[config.mk]
export PLATFORM = sky130hd
export DESIGN_NAME = rx_addr_filter
export DESIGN_NICKNAME = d
export VERILOG_FILES = /design/src/rtl/rxf_pkg.sv /design/src/rtl/rxf_cfg_regs.sv /design/src/rtl/rxf_slot_match.sv /design/src/rtl/rxf_hash_lookup.sv /design/src/rtl/rx_addr_filter.sv
export SDC_FILE = /design/constraint.sdc
export NUM_CORES = 1
export LEC_CHECK = 0
export BUFFER_PORTS_ARGS = -buffer_cell sky130_fd_sc_hd__buf_2
export CORE_MARGIN = 5
export CORE_UTILIZATION = 65
export CTS_BUF_LIST = sky130_fd_sc_hd__clkbuf_4 sky130_fd_sc_hd__clkbuf_8
export DETAILED_ROUTE_END_ITERATION = 7
export PLACE_DENSITY = 0.86
export SLEW_MARGIN = 5
export SYNTH_ARGS = -nofsm -noshare
export SYNTH_HDL_FRONTEND = slang
export SYNTH_HIERARCHICAL = 1
export SYNTH_SLANG_ARGS = --single-unit
[constraint.sdc]
create_clock -name clk -period 4.7 [get_ports clk]
set_input_delay 0.235 -clock clk [delete_from_list [all_inputs] [get_ports clk]]
set_output_delay 0.235 -clock clk [all_outputs]
set_load 0.01 [all_outputs]
[src/rtl/rxf_pkg.sv]
package rxf_pkg;
    localparam int          BYTE_W      = 8;
    localparam int          CFG_AW      = 5;
    localparam logic [4:0]  CTRL_ADDR   = 5'h14;
    localparam logic [31:0] CRC_POLY    = 32'h04C1_1DB7;
    // status flag positions
    localparam int          ST_BCAST    = 5;
    localparam int          ST_MCAST    = 4;
    localparam int          ST_HASH     = 3;
    localparam int          ST_SLOT     = 2;
    // control word bit positions
    localparam int          CTL_PROMISC = 5;
    localparam int          CTL_HASHEN  = 8;

    // one byte of CRC-32, bits taken LSB first, no reflection of the register
    function automatic logic [31:0] crc_byte(input logic [31:0] c, input logic [7:0] b);
        logic [31:0] r;
        r = c;
        for (int i = 0; i < 8; i++) begin
            if (r[31] ^ b[i]) r = {r[30:0], 1'b0} ^ CRC_POLY;
            else              r = {r[30:0], 1'b0};
        end
        return r;
    endfunction
endpackage

[src/rtl/rxf_cfg_regs.sv]
module rxf_cfg_regs
    import rxf_pkg::*;
#(
    parameter int N_SLOTS    = 4,
    parameter int HASH_WORDS = 4
) (
    input  logic                              clk,
    input  logic                              rst_n,
    input  logic                              cfg_we,
    input  logic [CFG_AW-1:0]                 cfg_addr,
    input  logic [15:0]                       cfg_wdata,
    output logic [N_SLOTS-1:0][47:0]          slots,
    output logic [HASH_WORDS-1:0][15:0]       hash_tbl,
    output logic                              promisc,
    output logic                              hash_en
);
    typedef struct packed {
        logic [N_SLOTS-1:0][47:0]    slot;
        logic [HASH_WORDS-1:0][15:0] hash;
        logic                        promisc;
        logic                        hash_en;
    } cfg_t;

    cfg_t cfg_d, cfg_q;

    always_comb begin
        cfg_d = cfg_q;
        if (cfg_we) begin
            if (!cfg_addr[4]) begin
                for (int s = 0; s < N_SLOTS; s++) begin
                    if (cfg_addr[3:2] == 2'(s)) begin
                        case (cfg_addr[1:0])
                            2'd0:    cfg_d.slot[s][15:0]  = cfg_wdata;
                            2'd1:    cfg_d.slot[s][31:16] = cfg_wdata;
                            2'd2:    cfg_d.slot[s][47:32] = cfg_wdata;
                            default: ;
                        endcase
                    end
                end
            end else if (cfg_addr[3:2] == 2'b00) begin
                for (int w = 0; w < HASH_WORDS; w++) begin
                    if (cfg_addr[1:0] == 2'(w)) cfg_d.hash[w] = cfg_wdata;
                end
            end else if (cfg_addr == CTRL_ADDR) begin
                cfg_d.promisc = cfg_wdata[CTL_PROMISC];
                cfg_d.hash_en = cfg_wdata[CTL_HASHEN];
            end
        end
    end

    always_ff @(posedge clk) begin
        if (!rst_n) cfg_q <= '0;
        else        cfg_q <= cfg_d;
    end

    assign slots    = cfg_q.slot;
    assign hash_tbl = cfg_q.hash;
    assign promisc  = cfg_q.promisc;
    assign hash_en  = cfg_q.hash_en;

    // a control-word write lands on the next edge
    a_r11_ctrl_write: assert property (@(posedge clk) disable iff (!rst_n)
        (cfg_we && cfg_addr == CTRL_ADDR) |=>
            (promisc == $past(cfg_wdata[CTL_PROMISC]) && hash_en == $past(cfg_wdata[CTL_HASHEN])));
endmodule

[src/rtl/rxf_slot_match.sv]
module rxf_slot_match #(
    parameter int N_SLOTS = 4,
    localparam int IDX_W  = (N_SLOTS > 1) ? $clog2(N_SLOTS) : 1
) (
    input  logic                     clk,
    input  logic                     rst_n,
    input  logic [47:0]              addr,
    input  logic [N_SLOTS-1:0][47:0] slots,
    output logic                     hit,
    output logic [IDX_W-1:0]         idx
);
    logic [N_SLOTS-1:0] match;

    for (genvar s = 0; s < N_SLOTS; s++) begin : g_slot
        assign match[s] = (slots[s] != '0) && (slots[s] == addr);
    end

    // lowest-numbered match wins
    always_comb begin
        idx = '0;
        for (int s = N_SLOTS - 1; s >= 0; s--) begin
            if (match[s]) idx = IDX_W'(s);
        end
    end
    assign hit = |match;

    // the reported slot is never an empty one
    a_r5_zero_slot_inert: assert property (@(posedge clk) disable iff (!rst_n)
        hit |-> (slots[idx] != '0));
endmodule

[src/rtl/rxf_hash_lookup.sv]
module rxf_hash_lookup #(
    parameter int HASH_WORDS = 4,
    localparam int TBL_BITS  = HASH_WORDS * 16,
    localparam int IDX_W     = $clog2(TBL_BITS)
) (
    input  logic [31:0]         crc,
    input  logic [TBL_BITS-1:0] tbl,
    output logic [IDX_W-1:0]    bin,
    output logic                bit_set
);
    // upper index bits pick the word, low four the bit within it
    assign bin     = crc[31 -: IDX_W];
    assign bit_set = tbl[bin];
endmodule

[src/rtl/rx_addr_filter.sv]
module rx_addr_filter
    import rxf_pkg::*;
#(
    parameter int N_SLOTS    = 4,
    parameter int HASH_WORDS = 4,
    parameter int ADDR_BYTES = 6
) (
    input  logic              clk,
    input  logic              rst_n,
    input  logic              byte_valid,
    input  logic              byte_start,
    input  logic [7:0]        byte_data,
    input  logic              cfg_we,
    input  logic [CFG_AW-1:0] cfg_addr,
    input  logic [15:0]       cfg_wdata,
    output logic              result_valid,
    output logic              accept,
    output logic [15:0]       rx_status
);
    localparam int ADDR_W   = ADDR_BYTES * BYTE_W;
    localparam int CNT_W    = $clog2(ADDR_BYTES + 1);
    localparam int SLOT_IW  = (N_SLOTS > 1) ? $clog2(N_SLOTS) : 1;
    localparam int TBL_BITS = HASH_WORDS * 16;
    localparam int BIN_W    = $clog2(TBL_BITS);
    localparam logic [CNT_W-1:0] LAST_POS = CNT_W'(ADDR_BYTES - 1);

    typedef struct packed {
        logic [ADDR_W-1:0] addr;
        logic [31:0]       crc;
        logic [CNT_W-1:0]  cnt;
        logic              busy;
        logic              res_valid;
        logic              accept;
        logic [15:0]       status;
    } st_t;

    st_t st_d, st_q;

    logic [N_SLOTS-1:0][47:0]    slots;
    logic [HASH_WORDS-1:0][15:0] hash_tbl;
    logic                        promisc, hash_en;
    logic [ADDR_W-1:0]           addr_nx;
    logic [31:0]                 crc_nx;
    logic                        slot_hit, hash_bit;
    logic [SLOT_IW-1:0]          slot_idx;
    logic [BIN_W-1:0]            hash_bin;

    rxf_cfg_regs #(.N_SLOTS(N_SLOTS), .HASH_WORDS(HASH_WORDS)) u_cfg (
        .clk(clk), .rst_n(rst_n), .cfg_we(cfg_we), .cfg_addr(cfg_addr),
        .cfg_wdata(cfg_wdata), .slots(slots), .hash_tbl(hash_tbl),
        .promisc(promisc), .hash_en(hash_en)
    );

    rxf_slot_match #(.N_SLOTS(N_SLOTS)) u_match (
        .clk(clk), .rst_n(rst_n), .addr(addr_nx[47:0]), .slots(slots),
        .hit(slot_hit), .idx(slot_idx)
    );

    rxf_hash_lookup #(.HASH_WORDS(HASH_WORDS)) u_hash (
        .crc(crc_nx), .tbl(hash_tbl), .bin(hash_bin), .bit_set(hash_bit)
    );

    logic             take, last, is_bc, is_mc, hash_ok, slot_ok;
    logic [CNT_W-1:0] pos;
    logic [15:0]      stat_nx;

    always_comb begin
        st_d           = st_q;
        st_d.res_valid = 1'b0;

        take = byte_valid && (byte_start || st_q.busy);
        pos  = byte_start ? '0 : st_q.cnt;
        last = take && (pos == LAST_POS);

        addr_nx = st_q.addr;
        for (int b = 0; b < ADDR_BYTES; b++) begin
            if (pos == CNT_W'(b)) addr_nx[b*BYTE_W +: BYTE_W] = byte_data;
        end
        crc_nx = crc_byte(byte_start ? 32'hFFFF_FFFF : st_q.crc, byte_data);

        is_bc   = &addr_nx;
        is_mc   = addr_nx[0] && !is_bc;
        slot_ok = slot_hit && !is_bc;
        hash_ok = is_mc && hash_en && hash_bit;

        stat_nx = '0;
        if (is_bc) begin
            stat_nx[ST_BCAST] = 1'b1;
        end else begin
            stat_nx[ST_MCAST] = is_mc;
            stat_nx[ST_HASH]  = hash_ok;
            stat_nx[ST_SLOT]  = slot_ok;
            if (slot_ok) stat_nx[SLOT_IW-1:0] = slot_idx;
        end

        if (take) begin
            st_d.addr = addr_nx;
            st_d.crc  = crc_nx;
            st_d.cnt  = pos + 1'b1;
            st_d.busy = !last;
            if (last) begin
                st_d.res_valid = 1'b1;
                st_d.accept    = is_bc || slot_ok || hash_ok || promisc;
                st_d.status    = stat_nx;
            end
        end
    end

    always_ff @(posedge clk) begin
        if (!rst_n) st_q <= '0;
        else        st_q <= st_d;
    end

    assign result_valid = st_q.res_valid;
    assign accept       = st_q.accept;
    assign rx_status    = st_q.status;

    // a result follows a taken byte and lasts one cycle
    a_r2_follows_byte: assert property (@(posedge clk) disable iff (!rst_n)
        result_valid |-> $past(byte_valid));
    a_r2_single_pulse: assert property (@(posedge clk) disable iff (!rst_n)
        result_valid |=> !result_valid);
    // broadcast is accepted and carries no other flag
    a_r6_bcast_alone: assert property (@(posedge clk) disable iff (!rst_n)
        (result_valid && rx_status[ST_BCAST]) |->
            (accept && rx_status[ST_MCAST:ST_SLOT] == '0));
    // a rejected frame reports no hit
    a_r12_reject_no_hit: assert property (@(posedge clk) disable iff (!rst_n)
        (result_valid && !accept) |-> (!rx_status[ST_SLOT] && !rx_status[ST_HASH]));
endmodule

==> results.sh <==
export IMPL_outcome="finished, final reports clean"
export IMPL_busiest_layer="met2"
export IMPL_seq_area_mm2=0.007007
export IMPL_h_tree_depth=2
export IMPL_fmax_mhz=241.6
export IMPL_clock_skew_ns=0.02291
export IMPL_fill_cells=2016
export IMPL_drt_iter0_drc=1608
export IMPL_max_vdd_ir_drop_mv=0.2708
export IMPL_postSynthCellCount=1933
export IMPL_antenna_found_initial=0
export IMPL_fin_crit_sh=0.8808
export IMPL_finalSetupViolations=0
export IMPL_reg2reg_depth=17
export IMPL_holdWs_ns=0.09643
export IMPL_numCtsBuffers=56
export IMPL_cp_max_fo=9
export IMPL_hold_depth=3
export IMPL_clk_pin_slew_ns=0.06
export IMPL_clock_sinks=350
export IMPL_rows=60
export IMPL_multi_input_area_mm2=0.01014
export IMPL_syn_cell_area_mm2=0.01792
export IMPL_initial_core_util=0.6631
export IMPL_synth_warnings=6
export IMPL_die_area_mm2=0.03099
export IMPL_use_met2=0.5727
export IMPL_cp_arrival_ns=4.68
export IMPL_drtAntennaViolNets=0
export IMPL_wl_per_cell_um=25.25
export IMPL_holdBufCountCts=0
export IMPL_ios=52
export IMPL_clockRootBuffer="clkbuf_8"
export IMPL_gr_usage_met3=0.09165
export IMPL_coreArea_mm2=0.02703
export IMPL_drtPass1Iterations=6
export IMPL_clk_latency_ns=0.62
export IMPL_nNetsFinal=1955
export IMPL_drv_cap=0
export IMPL_dpl_hpwl_mm=37.92
export IMPL_worst_pin_slew_ns=1.309
export IMPL_cts_setup_buffers=0
export IMPL_final_layout_size_suffix_gt1_frac=0.1265
export IMPL_portBuffers=41
export IMPL_maxSlewHeadroom=0.1250
export IMPL_tritoncts="built"
export IMPL_hold_class="primary input to flop"
export IMPL_drv_slew=0
export IMPL_grt_util_all_layers=0.3651
export IMPL_r2r_start="st_q[19]"
export IMPL_gp_congestion=0.9724
export IMPL_die_w_um=176.1
export IMPL_crit_type="flop to flop"
export IMPL_gr_total_overflow=0
export IMPL_grt_start_max_net_pins=96
export IMPL_grtUsageMet1=0.4582
export IMPL_critPathLaunchType="flop"
export IMPL_finalHoldViolCount=0
export IMPL_reg2reg_to="accept"
export IMPL_via_per_inst=6.429
export IMPL_fin_crit_ns=4.140
export IMPL_avgSynthCellArea_um2=9.272
export IMPL_ctsResizeCount=0
export IMPL_grt_pass1_wl_mm=87.35
export IMPL_rsz0062_at_grt="false"
export IMPL_hold_start="byte_start"
export IMPL_pwr_density_cell_mw_per_mm2=395.5
export IMPL_worstSetupEndpointType="flop"
export IMPL_hold_end="st_q[19]"
export IMPL_r2r_slack_ns=0.56
export IMPL_drc=0
export IMPL_grt_pass1_vias=14530
export IMPL_areaGrowthSynthToFinish_pct=8.098
export IMPL_antenna_diode_count=0
export IMPL_required_ns=5.24
export IMPL_final_core_util=0.7169
export IMPL_tns_ns=0
export IMPL_clockBufferDepth=3
export IMPL_leakagePower_nw=9.499
export IMPL_routed_wl_mm=58.10
export IMPL_vias=14790
export IMPL_die_height_um=176.1
-- cells in the final DEF, fill, tap and decap left out, types with 4 or more instances in the layout --
cell type / instances
nand2_1: 371
dfxtp_1: 350
mux2i_1: 274
xor2_1: 213
nor2_1: 112
nor4_1: 98
clkbuf_8: 72
xnor2_1: 62
buf_2: 40
a21oi_1: 39
nand4_1: 38
mux2_2: 34
nor3_1: 32
inv_1: 17
buf_4: 15
a211oi_1: 12
mux4_2: 11
nand3_1: 10
conb_1: 10
nand2_2: 10
xnor2_2: 9
a22o_1: 9
bufinv_16: 9
and3_1: 8
clkbuf_4: 8
clkinv_2: 8
o21ai_0: 6
nor2b_1: 6
o21ai_1: 6
nand2b_1: 5
ha_1: 5
nand3b_1: 4
clkinvlp_4: 4
-- routing by layer --
metal,share of wire,wire length (um)
met1,0.39,22460
met2,0.45,26120
met3,0.094,5490
met4,0.069,4030
met5,0,0
-- power by group --
group          internal [mW]  leakage, nW  switching, mW
combinational          0.500         5.95          0.843
sequential              3.04         2.83         0.0703
clock                   1.93        0.717           1.28
total                   5.47         9.50           2.19
-- flip-flops by register name, indices dropped and copies added (netlist names) --
register	count
u_cfg/slots	192
u_cfg/hash_en	1
rx_status	6
result_valid	1
st_q	84
u_cfg/hash_tbl	64
accept	1
u_cfg/promisc	1
-- cell type report --
cell class              count  share of cell area
multi-input cells        1433              0.5235
flip-flops and latches    350              0.3617
clock buffers              79             0.05354
well taps                 341             0.02202
clock inverters            23             0.01860
repair buffers             56             0.01686
inverters                  19            0.003810
-- critical path, cell delays in order, from the launching register on --
cell	delay, ns
dfxtp_1	0.33
nor2b_1	0.27
inv_1	0.10
ha_1	0.30
nand3b_1	0.49
mux2i_1	0.46
inv_1	0.27
xor2_1	0.20
nor4_1	0.32
nand4_1	0.13
nor4_1	0.51
buf_4	0.25
nor2_1	0.05
nand2_1	0.14
nor2_1	0.06
nand2_1	0.07
o21ai_1	0.06
nand2_1	0.06
-- worst max path at each step --
stage                     from  endpoint  slack (ns)  cells after the start
CTS                   st_q[52]    accept        0.63                     14
finish                st_q[19]    accept        0.56                     17
floorplan           byte_start    accept        0.85                     20
global route          st_q[52]    accept        0.35                     14
detailed placement  byte_start    accept        0.67                     17
global placement    byte_start    accept        0.74                     18
-- stage by stage --
step           instances  power [mW]  instance area, um2  setup WS [ns]
2_1_floorplan       1942       4.146               17960         0.8498
3_3_place_gp        2199       4.454               17980         0.7415
3_5_place_dp        2199       4.479               17980         0.6713
4_1_cts             2301       7.643               19370         0.6292
5_1_grt             2301       7.902               19370         0.3523
6_report            2301       7.662               19370         0.5602
(Power assumes the default switching activity.)
